File: src/rtl/clk_src_status.sv
module clk_src_status #(
  parameter int NSRC     = 11,
  parameter int SEL_W    = 4,
  parameter int RATE_W   = 8,
  parameter int SLIP_LSB = 16
) (
  input  logic              clk,
  input  logic              rst_n,
  input  logic [NSRC-1:0]   lock_async,
  input  logic [NSRC-1:0]   slip_pulse,
  input  logic [SEL_W-1:0]  cur_src,
  input  logic [RATE_W-1:0] rate_code,
  input  logic              rd_en,
  input  logic              rd_sel,
  input  logic              rd_block,
  output logic              rd_valid,
  output logic [31:0]       rd_data,
  output logic              ev_ext_lock,
  output logic              ev_cur_lock
);

  localparam int PAD_W = 2 ** SEL_W;

  logic [NSRC-1:0]  sync_a, lock_s, lock_d, slip_r;
  logic [PAD_W-1:0] lock_pad;
  logic             cur_lock, cur_lock_r, clr_slip;
  logic [31:0]      sum_word, cur_word;

  // two-flop synchronizer, plus one delay for change detection
  always_ff @(posedge clk) begin
    if (!rst_n) begin
      sync_a <= '0;
      lock_s <= '0;
      lock_d <= '0;
    end else begin
      sync_a <= lock_async;
      lock_s <= sync_a;
      lock_d <= lock_s;
    end
  end

  assign ev_ext_lock = |(lock_s ^ lock_d);

  // sources past NSRC are treated as the internal, always-locked clock
  assign lock_pad = PAD_W'(lock_s) | ~PAD_W'({NSRC{1'b1}});
  assign cur_lock = lock_pad[cur_src];

  always_ff @(posedge clk) begin
    if (!rst_n) begin
      cur_lock_r  <= 1'b0;
      ev_cur_lock <= 1'b0;
    end else begin
      cur_lock_r  <= cur_lock;
      ev_cur_lock <= cur_lock ^ cur_lock_r;
    end
  end

  assign clr_slip = rd_en & ~rd_sel & ~rd_block;

  always_ff @(posedge clk) begin
    if (!rst_n) slip_r <= '0;
    else        slip_r <= (slip_r & ~{NSRC{clr_slip}}) | slip_pulse;
  end

  always_comb begin
    sum_word = '0;
    sum_word[NSRC-1:0] = lock_s;
    sum_word[SLIP_LSB +: NSRC] = slip_r;
    cur_word = '0;
    cur_word[0] = cur_lock_r;
    cur_word[8 +: RATE_W] = rate_code;
  end

  always_ff @(posedge clk) begin
    if (!rst_n) begin
      rd_valid <= 1'b0;
      rd_data  <= '0;
    end else begin
      rd_valid <= rd_en;
      if (rd_en) rd_data <= rd_sel ? cur_word : sum_word;
    end
  end

  assert_slip_kept_R5: assert property (@(posedge clk) disable iff (!rst_n)
    (|slip_pulse) |=> ((slip_r & $past(slip_pulse)) == $past(slip_pulse)));

  assert_block_no_clear_R4: assert property (@(posedge clk) disable iff (!rst_n)
    (rd_en && !rd_sel && rd_block) |=> ((slip_r & $past(slip_r)) == $past(slip_r)));

  assert_lock_event_R6: assert property (@(posedge clk) disable iff (!rst_n)
    (lock_s != $past(lock_s)) |-> ev_ext_lock);

  assert_cur_event_R8: assert property (@(posedge clk) disable iff (!rst_n)
    (cur_lock_r != $past(cur_lock_r)) |-> ev_cur_lock);

  assert_unused_zero_R9: assert property (@(posedge clk) disable iff (!rst_n)
    (rd_valid && rd_data[30:27] == 4'd0) |-> (rd_data[31] == 1'b0));

  assert_cur_word_R7: assert property (@(posedge clk) disable iff (!rst_n)
    (rd_en && rd_sel) |=> (rd_data[7:1] == 7'd0 && rd_data[31:16] == 16'd0));

endmodule

File: config.mk
export PLATFORM = sky130hd
export DESIGN_NAME = clk_src_status
export DESIGN_NICKNAME = d
export VERILOG_FILES = /design/src/rtl/clk_src_status.sv
export SDC_FILE = /design/constraint.sdc
export NUM_CORES = 1
export LEC_CHECK = 0
export ABC_AREA = 1
export BUFFER_PORTS_ARGS = -buffer_cell sky130_fd_sc_hd__buf_2
export CAP_MARGIN = 20
export CORE_ASPECT_RATIO = 0.9
export CORE_MARGIN = 2
export CORE_UTILIZATION = 43
export DETAILED_ROUTE_END_ITERATION = 6
export PLACE_DENSITY = 0.68
export SYNTH_ARGS = -nofsm -noshare
export SYNTH_HDL_FRONTEND = slang
export SYNTH_SLANG_ARGS = --single-unit
File: constraint.sdc
create_clock -name clk -period 1 [get_ports clk]
set_input_delay 0.1 -clock clk [delete_from_list [all_inputs] [get_ports clk]]
set_output_delay 0.1 -clock clk [all_outputs]
set_load 0.03 [all_outputs]
==> results of run 1 <==
-- critical path, cell delays in order, from the launching register on --
cell and delay [ps]:
dfxtp_2 340, inv_2 40, or2_2 260, nand4_1 100, nor3_2 50, nand3_2 80, buf_6 130
-- logic make-up after synthesis --
family | Yosys count | synth area share (%)
other cells | 1 | 0.139
buf+inv | 69 | 11.3
flops | 74 | 55.0
simple gates | 139 | 22.4
xor+xnor | 7 | 2.27
compound gates | 40 | 8.96
-- repair_timing --
action | CTS | global route
gates resized for setup | 34 | 44
pin swaps | 9 | 3
hold buffers | 27 | 0
setup endpoints to repair | 14 | 27
buffers inserted | 1 | 1
endpoints found under the hold margin | 27 | 0
-- per-layer routing --
layer	track usage (%)	vias up	routed length, µm
met3	6.55	11	323
li1	-	1235	-
met2	29.2	67	2830
met1	21.8	1084	2580
met5	0	-	0
met4	6.92	0	75
-- where the power goes --
| part | leakage [nW] | internal, W | switching [W] | total [W] |
|---|---|---|---|---|
| Clock | 0.113 | 0.00167 | 0.00108 | 0.00274 |
| Sequential | 0.613 | 0.00308 | 0.0000710 | 0.00315 |
| Combinational | 1.28 | 0.000361 | 0.000431 | 0.000792 |
| Total | 2.01 | 0.00511 | 0.00158 | 0.00668 |
-- final cells by class --
class                      instances  area share, %
clock buffer                      10           3.27
clock inverter                     6           2.92
inverter                          51           5.10
multi-input combinational        191           25.2
sequential                        74           38.3
tap                               72           2.31
timing repair buffer             115           22.9
-- registers in the layout, summed over array words and instances, names as in the netlist --
signal,count
lock_d,11
cur_lock_r,1
lock_s,11
sync_a,11
rd_valid,1
slip_r,11
ev_cur_lock,1
rd_data,27
-- metrics by stage --
step	total power (W)	hold WS [ps]
3_3_place_gp	0.00384	279
5_1_grt	0.00700	41.2
6_report	0.00668	44.3
3_5_place_dp	0.00386	284
2_1_floorplan	0.00362	198
4_1_cts	0.00673	26.2
-- path summary, 6_finish.rpt --
kind                     start          end  slack, ps  cells past startpoint
hold reg to reg      sync_a[9]    lock_s[9]        410                      2
setup / recovery     lock_s[5]  ev_ext_lock       -460                      6
setup reg to reg     lock_s[5]  ev_cur_lock       -110                      7
hold / removal    rate_code[0]   rd_data[8]         40                      3
-- cells in the final DEF, fill, tap and decap left out, types with 11 or more instances in the layout --
master         count
nand2_1           82
dfxtp_1           63
inv_1             43
buf_2             40
buf_4             32
dlygate4sd3_1     27
nand3_1           23
o21ai_0           15
nor2_1            14
a21oi_2           12
dfxtp_2           11
==> flow_results.xml, run 1 <==
<?xml version="1.0" encoding="UTF-8"?>
<metrics>
  <group name="clock_network">
    <metric name="htree_num_levels" unit="">3</metric>
    <metric name="clk_pin_slew" unit="ps">70</metric>
    <metric name="cts.root.buffer_cell" unit="">clkbuf_8</metric>
    <metric name="cts.sinks" unit="">74</metric>
    <metric name="numCtsBuffers" unit="">9</metric>
    <metric name="cts_tree" unit="">done</metric>
    <metric name="clock_latency_at_the_later_pin_of_the_worst_skew_pair" unit="ps">350</metric>
    <metric name="ctsLongestPathBuffers" unit="">2</metric>
  </group>
  <group name="synth">
    <metric name="syn_area" unit="µm²">2700</metric>
    <metric name="yosys-top-cells-area" unit="">dfxtp_1 55%, nand2_1 12%, inv_1 6.5%</metric>
    <metric name="synth_enable_flop_cells" unit="">0</metric>
    <metric name="synthesis.instances" unit="">330</metric>
    <metric name="synth_top_area_share" unit="%">55.0</metric>
    <metric name="ys_ff_latch" unit="">74</metric>
    <metric name="yosysTopAreaCell" unit="">dfxtp_1</metric>
    <metric name="postSynthAreaPerCell" unit="µm²">8.17</metric>
    <metric name="synthFlopType" unit="">dfxtp_1</metric>
    <metric name="synth_most_common_cell" unit="">nand2_1</metric>
    <metric name="total_of_warnings_raised_by_yosys" unit="">0</metric>
    <metric name="ys_seq_area_share" unit="%">55.0</metric>
    <metric name="synth_top_cells_by_count" unit="">85 x nand2_1, 74 x dfxtp_1, 47 x inv_1, 27 x nand3_1, 15 x o21ai_0</metric>
    <metric name="yosys.cell_types.count" unit="">26</metric>
    <metric name="async_reset_ff_share" unit="%">0</metric>
  </group>
  <group name="min_path">
    <metric name="worst_min_path_class" unit="">in2reg</metric>
  </group>
  <group name="place">
    <metric name="placement.io_buffers" unit="">68</metric>
    <metric name="placement.setup.worst_slack" unit="ps">-159</metric>
    <metric name="gpl.final_weighted_congestion" unit="">0.807</metric>
    <metric name="detailed_place_hpwl" unit="µm">3900</metric>
    <metric name="postPlaceCellArea" unit="µm²">3210</metric>
    <metric name="placedCellCount" unit="">475</metric>
  </group>
  <group name="routing">
    <metric name="route.final.wire_length" unit="µm">5810</metric>
    <metric name="num_vias" unit="">2397</metric>
    <metric name="drc_violations_left" unit="">0</metric>
    <metric name="drt.antenna.violating_nets" unit="">0</metric>
    <metric name="viasPerCell" unit="">4.62</metric>
    <metric name="drt_first_pass_iters" unit="">4</metric>
    <metric name="routedWlPerCell" unit="µm">11.2</metric>
    <metric name="detail_route.iter0.violations" unit="">109</metric>
  </group>
  <group name="critical_path">
    <metric name="cp_data_required_time" unit="ps">900</metric>
    <metric name="timing.critical_path.from_type" unit="">flop</metric>
    <metric name="criticalPathCategory" unit="">reg2out</metric>
    <metric name="crit_fanout" unit="">3</metric>
    <metric name="worstPathArrival" unit="ps">1360</metric>
    <metric name="worstSetupEndpointType" unit="">output port</metric>
  </group>
  <group name="finish">
    <metric name="final_cells" unit="">519</metric>
    <metric name="diodes" unit="">0</metric>
    <metric name="share_of_final_layout_standard_cells_stronger_than_drive_strength_1" unit="%">34.0</metric>
    <metric name="post-route-cell-area" unit="µm²">3900</metric>
    <metric name="final_util" unit="%">64.2</metric>
    <metric name="area_used_by_multi_input_combinational_logic" unit="µm²">983</metric>
    <metric name="flow.area_growth_from_synthesis" unit="%">44.8</metric>
    <metric name="area.sequential" unit="µm²">1500</metric>
    <metric name="design.final.nets" unit="">481</metric>
    <metric name="layout.filler_cells" unit="">499</metric>
  </group>
  <group name="timing">
    <metric name="setup-violations-final" unit="">3</metric>
    <metric name="final_min_period_over_clock_period" unit="%">146</metric>
    <metric name="final-hold-violation-count" unit="">0</metric>
    <metric name="final_period_minus_worst_setup_slack" unit="ps">1460</metric>
    <metric name="rsz_0062_raised_after_global_routing" unit="">yes</metric>
    <metric name="timing.clock.skew" unit="ps">8.71</metric>
    <metric name="final.setup.tns" unit="ps">-616</metric>
    <metric name="timing_max_transition_violations_final" unit="">0</metric>
    <metric name="final.setup.worst_slack" unit="ps">-458</metric>
    <metric name="clock.fmax" unit="GHz">0.686</metric>
  </group>
  <group name="power">
    <metric name="vdd.ir_drop.worst" unit="mV">1.27</metric>
    <metric name="p_leak" unit="nW">2.01</metric>
    <metric name="power.density_cell_area" unit="nW/µm²">1710</metric>
  </group>
  <group name="floorplanning">
    <metric name="floorplan.die_area" unit="µm²">6920</metric>
    <metric name="top_level_ports" unit="">74</metric>
    <metric name="std_cell_rows" unit="">27</metric>
    <metric name="dieWidth" unit="µm">87.5</metric>
    <metric name="core_region_area" unit="µm²">6080</metric>
    <metric name="initial_core_util" unit="%">44.3</metric>
    <metric name="die_span_y" unit="µm">79.1</metric>
  </group>
  <group name="flow_run">
    <metric name="max_cap_violations" unit="">0</metric>
  </group>
  <group name="global_route">
    <metric name="overflow" unit="">0</metric>
    <metric name="antenna_found_initial" unit="">0</metric>
    <metric name="grt_start_max_net_pins" unit="">27</metric>
    <metric name="wire_length_of_the_first_global_routing_pass" unit="µm">9550</metric>
    <metric name="grt_use_total" unit="%">18.0</metric>
    <metric name="first_global_vias" unit="">2193</metric>
  </group>
  <group name="run_status">
    <metric name="violated_checks" unit="">setup timing</metric>
    <metric name="status" unit="">finished, violations left</metric>
  </group>
</metrics>
(Power assumes the default switching activity.)
==> run 2, diff against run 1 <==
--- a/config.mk
+++ b/config.mk
@@ -11,6 +11,7 @@
 export CORE_ASPECT_RATIO = 0.9
 export CORE_MARGIN = 2
 export CORE_UTILIZATION = 43
+export CTS_BUF_LIST = sky130_fd_sc_hd__clkbuf_4
 export DETAILED_ROUTE_END_ITERATION = 6
 export PLACE_DENSITY = 0.68
 export SYNTH_ARGS = -nofsm -noshare
==> run 2 against run 1 <==
Compared with the run above: the run still ends with setup timing left; count of clock-buffer cells in the layout unchanged; sequential power about the same; first-iteration DRC count decreased by 29%; worst setup slack got worse by 87 ps; final cell count increased by 1.3%; via count increased by 1.3%; utilization increased by 1.7 points; final area increased by 2.7%; clock skew increased by 4.1 ps; sequential share of layout area decreased by 0.30 points; maximum frequency decreased by 5.7%; non-clock buffer count increased by 7.
==> flow_results.xml, run 2 (synthesis results as in run 1) <==
<?xml version="1.0" encoding="UTF-8"?>
<metrics>
  <group name="run_status">
    <metric name="status" unit="">finished, violations left</metric>
    <metric name="violated_checks" unit="">setup timing</metric>
  </group>
  <group name="floorplanning">
    <metric name="std_cell_rows" unit="">27</metric>
    <metric name="core_region_area" unit="µm²">6080</metric>
    <metric name="dieWidth" unit="µm">87.5</metric>
    <metric name="initial_core_util" unit="%">44.3</metric>
    <metric name="top_level_ports" unit="">74</metric>
    <metric name="floorplan.die_area" unit="µm²">6920</metric>
    <metric name="die_span_y" unit="µm">79.1</metric>
  </group>
  <group name="finish">
    <metric name="most-common-layout-cells" unit="">82 x nand2_1, 43 x inv_1, 40 x dfxtp_1</metric>
    <metric name="diodes" unit="">0</metric>
    <metric name="largest_register_ffs" unit="">27</metric>
    <metric name="share_of_final_layout_standard_cells_stronger_than_drive_strength_1" unit="%">39.4</metric>
    <metric name="flow.area_growth_from_synthesis" unit="%">48.7</metric>
    <metric name="mostFrequentLayoutCell" unit="">nand2_1</metric>
    <metric name="design.final.nets" unit="">488</metric>
    <metric name="final_util" unit="%">65.9</metric>
    <metric name="top_register" unit="">rd_data</metric>
  </group>
  <group name="critical_path">
    <metric name="criticalPathCategory" unit="">reg2out</metric>
    <metric name="worst_setup_path_endpoint" unit="">ev_ext_lock</metric>
    <metric name="worst_flop_to_flop_path_startpoint" unit="">lock_s[9]</metric>
    <metric name="cp_data_required_time" unit="ps">900</metric>
    <metric name="worst-r2r-setup-slack" unit="ps">-100</metric>
    <metric name="worstSetupEndpointType" unit="">output port</metric>
    <metric name="timing.reg2reg.worst_path_depth" unit="">8</metric>
    <metric name="critical_r2r_capture" unit="">ev_cur_lock</metric>
    <metric name="worstPathArrival" unit="ps">1450</metric>
    <metric name="crit_fanout" unit="">3</metric>
    <metric name="timing.critical_path.from_type" unit="">flop</metric>
    <metric name="cp-startpoint" unit="">lock_s[5]</metric>
  </group>
  <group name="clock_network">
    <metric name="numCtsBuffers" unit="">9</metric>
    <metric name="cts.sinks" unit="">74</metric>
    <metric name="clk_pin_slew" unit="ps">110</metric>
    <metric name="clock_latency_at_the_later_pin_of_the_worst_skew_pair" unit="ps">430</metric>
    <metric name="htree_num_levels" unit="">3</metric>
    <metric name="cts_tree" unit="">done</metric>
    <metric name="ctsLongestPathBuffers" unit="">2</metric>
    <metric name="cts.root.buffer_cell" unit="">clkbuf_4</metric>
  </group>
  <group name="routing">
    <metric name="routedWlPerCell" unit="µm">11.4</metric>
    <metric name="route.final.wire_length" unit="µm">6010</metric>
    <metric name="drt.antenna.violating_nets" unit="">0</metric>
    <metric name="num_vias" unit="">2427</metric>
    <metric name="viasPerCell" unit="">4.61</metric>
    <metric name="detail_route.iter0.violations" unit="">77</metric>
    <metric name="drc_violations_left" unit="">0</metric>
    <metric name="drt_first_pass_iters" unit="">4</metric>
  </group>
  <group name="place">
    <metric name="placement.setup.worst_slack" unit="ps">-159</metric>
    <metric name="placement.io_buffers" unit="">68</metric>
    <metric name="detailed_place_hpwl" unit="µm">3900</metric>
    <metric name="gpl.final_weighted_congestion" unit="">0.807</metric>
  </group>
  <group name="timing">
    <metric name="final.setup.worst_slack" unit="ps">-545</metric>
    <metric name="final-hold-violation-count" unit="">0</metric>
    <metric name="rsz_0062_raised_after_global_routing" unit="">yes</metric>
    <metric name="final_period_minus_worst_setup_slack" unit="ps">1550</metric>
    <metric name="timing_max_transition_violations_final" unit="">0</metric>
    <metric name="clock.fmax" unit="GHz">0.647</metric>
    <metric name="setup-violations-final" unit="">18</metric>
    <metric name="finalHoldWorstSlack" unit="ps">29.3</metric>
    <metric name="final_min_period_over_clock_period" unit="%">155</metric>
    <metric name="timing.clock.skew" unit="ps">12.8</metric>
  </group>
  <group name="power">
    <metric name="p_leak" unit="nW">2.05</metric>
    <metric name="power.density_cell_area" unit="nW/µm²">1580</metric>
    <metric name="vdd.ir_drop.worst" unit="mV">1.13</metric>
  </group>
  <group name="global_route">
    <metric name="antenna_found_initial" unit="">0</metric>
    <metric name="grt_use_total" unit="%">18.9</metric>
    <metric name="grt_start_max_net_pins" unit="">27</metric>
    <metric name="overflow" unit="">0</metric>
    <metric name="first_global_vias" unit="">2299</metric>
    <metric name="wire_length_of_the_first_global_routing_pass" unit="µm">9960</metric>
  </group>
  <group name="min_path">
    <metric name="worst_min_path_class" unit="">in2reg</metric>
  </group>
  <group name="flow_run">
    <metric name="max_cap_violations" unit="">0</metric>
  </group>
</metrics>
==> run 2: cell count changes in the layout (fill, tap and decap cells not counted), moves of 6 or more <==
| cell | before | now |
|---|---|---|
| dfxtp_1 | 63 | 40 |
| dfxtp_2 | 11 | 34 |
| buf_6 | 10 | 30 |
| buf_4 | 32 | 23 |
| clkbuf_8 | 9 | 0 |
| clkbuf_4 | 4 | 10 |
==> run 2: area by class of cell <==
class | instances | area (µm²)
clock buffers | 10 | 75.1
multi-input cells | 191 | 976
fillers | 485 | 2070
repair buffers | 122 | 1030
clock inverters | 6 | 114
inverters | 51 | 199
well taps | 72 | 90.1
flip-flops and latches | 74 | 1520
==> run 2: through the flow <==
step	total power, W	cells	TNS (ps)	cell area [µm²]
3_3_place_gp	0.00384	475	-212	3210
3_5_place_dp	0.00386	475	-296	3210
4_1_cts	0.00638	523	-1680	3980
5_1_grt	0.00664	526	-2720	4010
2_1_floorplan	0.00362	334	0	2720
6_report	0.00631	526	-807	4010
==> run 2: layer usage <==
layer | track usage, % | share of wire, % | up-vias | wire [µm]
met1 | 21.9 | 43 | 1101 | 2610
li1 | - | - | 1244 | -
met4 | 7.23 | 1.9 | 0 | 114
met5 | 0 | 0 | - | 0
met2 | 31.9 | 50 | 69 | 2970
met3 | 6.55 | 5.1 | 13 | 304
==> run 2: where the power goes <==
part / switching (W) / internal, W / leakage, nW / total, W
Combinational: 0.000432 / 0.000395 / 1.33 / 0.000827
Sequential: 0.0000773 / 0.00309 / 0.623 / 0.00316
Clock: 0.00102 / 0.00130 / 0.0932 / 0.00232
Total: 0.00153 / 0.00478 / 2.05 / 0.00631
==> run 2: how the worst min path moves through the flow <==
stage / startpoint / to / slack, ps / cells after the start
CTS: rate_code[2] / rd_data[10] / 6 / 5
global placement: lock_async[1] / sync_a[1] / 280 / 3
detailed placement: lock_async[1] / sync_a[1] / 280 / 3
global route: rd_block / slip_r[10] / 20 / 3
finish: rate_code[2] / rd_data[10] / 30 / 5
floorplan: lock_async[0] / sync_a[0] / 200 / 2
==> run 2: critical path: stages (launching register included) <==
cell     delay (ps)
dfxtp_2         360
inv_2            40
or2_2           260
nand4_1         100
nor3_2           50
nand3_2          80
buf_6           130
==> run 2: timing repair <==
item	in CTS	in global routing
buffers inserted	4	3
gates resized for setup	105	4
setup endpoints to repair	32	32
hold buffers	29	0
hold endpoints to repair	29	0
gates cloned	0	0
pin swaps	8	5
==> run 3, diff against run 2 <==
==> constraint.sdc (replaced) <==
create_clock -name clk -period 1 [get_ports clk]
set_input_delay 0.1 -clock clk [delete_from_list [all_inputs] [get_ports clk]]
set_output_delay 0.1 -clock clk [all_outputs]
set_load 0.05 [all_outputs]
==> run 3 against run 2 <==
Compared with the run above: the run still ends with setup timing left; first-iteration DRC count is 1.3% higher; flip-flop and latch count stayed put; maximum frequency fell by 0.91%; clock power shrank 37%; clock skew increased by 0.61 ps; global-route usage is 0.55 points lower; total power decreased by 11%; critical endpoint unchanged; largest power group unchanged.
==> flow_results.xml, run 3 (synthesis results as in run 1) <==
<?xml version="1.0" encoding="UTF-8"?>
<metrics>
  <group name="place">
    <metric name="detailed_place_hpwl" unit="µm">3910</metric>
    <metric name="gpl.final_weighted_congestion" unit="">0.827</metric>
    <metric name="postPlaceCellArea" unit="µm²">3240</metric>
    <metric name="placement.io_buffers" unit="">68</metric>
  </group>
  <group name="floorplanning">
    <metric name="core_region_area" unit="µm²">6080</metric>
    <metric name="die_span_y" unit="µm">79.1</metric>
    <metric name="std_cell_rows" unit="">27</metric>
    <metric name="floorplan.die_area" unit="µm²">6920</metric>
    <metric name="top_level_ports" unit="">74</metric>
    <metric name="dieWidth" unit="µm">87.5</metric>
    <metric name="initial_core_util" unit="%">44.3</metric>
  </group>
  <group name="timing">
    <metric name="final.setup.tns" unit="ps">-1210</metric>
    <metric name="final_min_period_over_clock_period" unit="%">156</metric>
    <metric name="rsz_0062_raised_after_global_routing" unit="">yes</metric>
    <metric name="clock.fmax" unit="GHz">0.641</metric>
    <metric name="finalHoldWorstSlack" unit="ps">31.3</metric>
    <metric name="timing_max_transition_violations_final" unit="">0</metric>
    <metric name="final.setup.worst_slack" unit="ps">-560</metric>
    <metric name="timing.clock.skew" unit="ps">13.4</metric>
    <metric name="final_period_minus_worst_setup_slack" unit="ps">1560</metric>
    <metric name="setup-violations-final" unit="">30</metric>
    <metric name="final-hold-violation-count" unit="">0</metric>
  </group>
  <group name="min_path">
    <metric name="hold_end" unit="">rd_data[10]</metric>
    <metric name="worst_min_path_class" unit="">in2reg</metric>
    <metric name="worstHoldStart" unit="">rate_code[2]</metric>
    <metric name="hold_path_depth" unit="">5</metric>
  </group>
  <group name="critical_path">
    <metric name="cp_data_required_time" unit="ps">900</metric>
    <metric name="criticalPathCategory" unit="">reg2out</metric>
    <metric name="crit_fanout" unit="">3</metric>
    <metric name="worstSetupEndpointType" unit="">output port</metric>
    <metric name="cpLargestDelayFamily" unit="">simple AND/OR/NAND/NOR gates</metric>
    <metric name="timing.reg2reg.worst_path_depth" unit="">5</metric>
    <metric name="critPathBufInv" unit="">2</metric>
    <metric name="crit_path_max_incr_delay" unit="ps">350</metric>
    <metric name="worstPathArrival" unit="ps">1460</metric>
    <metric name="critical_r2r_capture" unit="">ev_cur_lock</metric>
    <metric name="crit_chain" unit="">inv_2 -&gt; or2_2 -&gt; nand4_1 -&gt; nor3_2 -&gt; nand3_4 -&gt; buf_8</metric>
    <metric name="worst_flop_to_flop_path_startpoint" unit="">lock_s[7]</metric>
    <metric name="timing.critical_path.from_type" unit="">flop</metric>
    <metric name="critical-path-slowest-cell" unit="">dfxtp_2</metric>
    <metric name="worst-r2r-setup-slack" unit="ps">-110</metric>
  </group>
  <group name="finish">
    <metric name="mostFrequentLayoutCell" unit="">nand2_1</metric>
    <metric name="post-route-cell-area" unit="µm²">4070</metric>
    <metric name="layout.filler_cells" unit="">473</metric>
    <metric name="diodes" unit="">0</metric>
    <metric name="flow.area_growth_from_synthesis" unit="%">50.9</metric>
    <metric name="design.final.nets" unit="">486</metric>
    <metric name="top_register" unit="">rd_data</metric>
    <metric name="share_of_final_layout_standard_cells_stronger_than_drive_strength_1" unit="%">41.5</metric>
    <metric name="largest_register_ffs" unit="">27</metric>
    <metric name="most-common-layout-cells" unit="">79 x nand2_1, 41 x inv_1, 38 x dfxtp_2, 38 x buf_2, 36 x dfxtp_1</metric>
  </group>
  <group name="run_status">
    <metric name="status" unit="">finished, violations left</metric>
    <metric name="violated_checks" unit="">setup timing</metric>
  </group>
  <group name="clock_network">
    <metric name="ctsLongestPathBuffers" unit="">2</metric>
    <metric name="numCtsBuffers" unit="">9</metric>
    <metric name="cts.root.buffer_cell" unit="">clkbuf_4</metric>
    <metric name="cts.sinks" unit="">74</metric>
    <metric name="clock_latency_at_the_later_pin_of_the_worst_skew_pair" unit="ps">420</metric>
    <metric name="clk_pin_slew" unit="ps">110</metric>
    <metric name="htree_num_levels" unit="">3</metric>
    <metric name="cts_tree" unit="">done</metric>
  </group>
  <group name="power">
    <metric name="internal_power" unit="W">0.00400</metric>
    <metric name="p_leak" unit="nW">2.05</metric>
    <metric name="power.share.combinational" unit="%">17.3</metric>
    <metric name="vdd.ir_drop.worst" unit="mV">0.953</metric>
    <metric name="fraction_of_power_spent_switching_nets" unit="%">28.6</metric>
    <metric name="netSwitchingPower" unit="W">0.00160</metric>
    <metric name="power.share.clock" unit="%">26.2</metric>
    <metric name="sequential_cell_fraction_of_total_power" unit="%">56.6</metric>
    <metric name="power.density_cell_area" unit="nW/µm²">1380</metric>
  </group>
  <group name="routing">
    <metric name="drt_first_pass_iters" unit="">4</metric>
    <metric name="drc_violations_left" unit="">0</metric>
    <metric name="viasPerCell" unit="">4.56</metric>
    <metric name="routedWlPerCell" unit="µm">11.6</metric>
    <metric name="num_vias" unit="">2387</metric>
    <metric name="detail_route.iter0.violations" unit="">78</metric>
    <metric name="route.final.wire_length" unit="µm">6070</metric>
    <metric name="drt.antenna.violating_nets" unit="">0</metric>
  </group>
  <group name="global_route">
    <metric name="grt_start_max_net_pins" unit="">27</metric>
    <metric name="grt_use_total" unit="%">18.3</metric>
    <metric name="first_global_vias" unit="">2240</metric>
    <metric name="antenna_found_initial" unit="">0</metric>
    <metric name="overflow" unit="">0</metric>
    <metric name="wire_length_of_the_first_global_routing_pass" unit="µm">9670</metric>
  </group>
  <group name="flow_run">
    <metric name="max_cap_violations" unit="">0</metric>
  </group>
</metrics>
run 3: worst max-delay path by stage:
stage | to | slack [ps] | cells past startpoint | start
after floorplan | ev_ext_lock | -20 | 5 | lock_s[2]
after CTS | ev_ext_lock | -620 | 6 | lock_s[3]
after detailed placement | ev_ext_lock | -240 | 6 | lock_s[2]
after global routing | ev_ext_lock | -660 | 6 | lock_s[2]
final | ev_ext_lock | -560 | 6 | lock_s[5]
after global placement | ev_ext_lock | -210 | 6 | lock_s[2]
run 3: per-layer routing:
metal,track usage (%),vias to the layer above,routed length [µm]
met3,6.65,12,341
met1,20.4,1064,2680
met2,32.0,66,2950
li1,-,1245,-
met4,6.62,0,98
met5,0,-,0
run 3: power by group through the flow:
stage | sequential, W | clock (W) | combinational, W
final | 0.00317 | 0.00147 | 0.000969
after global routing | 0.00319 | 0.00168 | 0.00105
after CTS | 0.00316 | 0.00153 | 0.000920
after detailed placement | 0.00321 | 0 | 0.000759
after global placement | 0.00320 | 0 | 0.000749
after floorplan | 0.00334 | 0 | 0.000381
run 3: per-stage QoR:
stage	cells	power [W]	util (%)	setup WS (ps)
after floorplan	334	0.00372	-	-24.1
after global placement	475	0.00395	53.3	-206
after detailed placement	475	0.00397	53.3	-244
after CTS	519	0.00561	64.4	-620
after global routing	523	0.00591	66.9	-657
final	523	0.00560	66.9	-560
run 3: area by class of cell:
type | instances | area [µm²] | share of cell area (%)
tap | 72 | 90.1 | 2.22
clock buffer | 9 | 67.6 | 1.66
multi-input combinational | 191 | 1000 | 24.6
inverter | 51 | 199 | 4.89
clock inverter | 6 | 35.0 | 0.862
sequential | 74 | 1530 | 37.6
timing repair buffer | 120 | 1150 | 28.2
run 3: tightest hold or removal path: cells and delay by family:
kind                   cells  cell delay (ps)
and+or+nand+nor            3              200
buffers and inverters      2              120
run 3: what timing repair did:
item,CTS,global route
endpoints found under the hold margin,28,0
hold buffers,28,0
pin swaps,3,10
setup endpoints to repair,32,32
buffers inserted,1,4
gates resized for setup,111,39
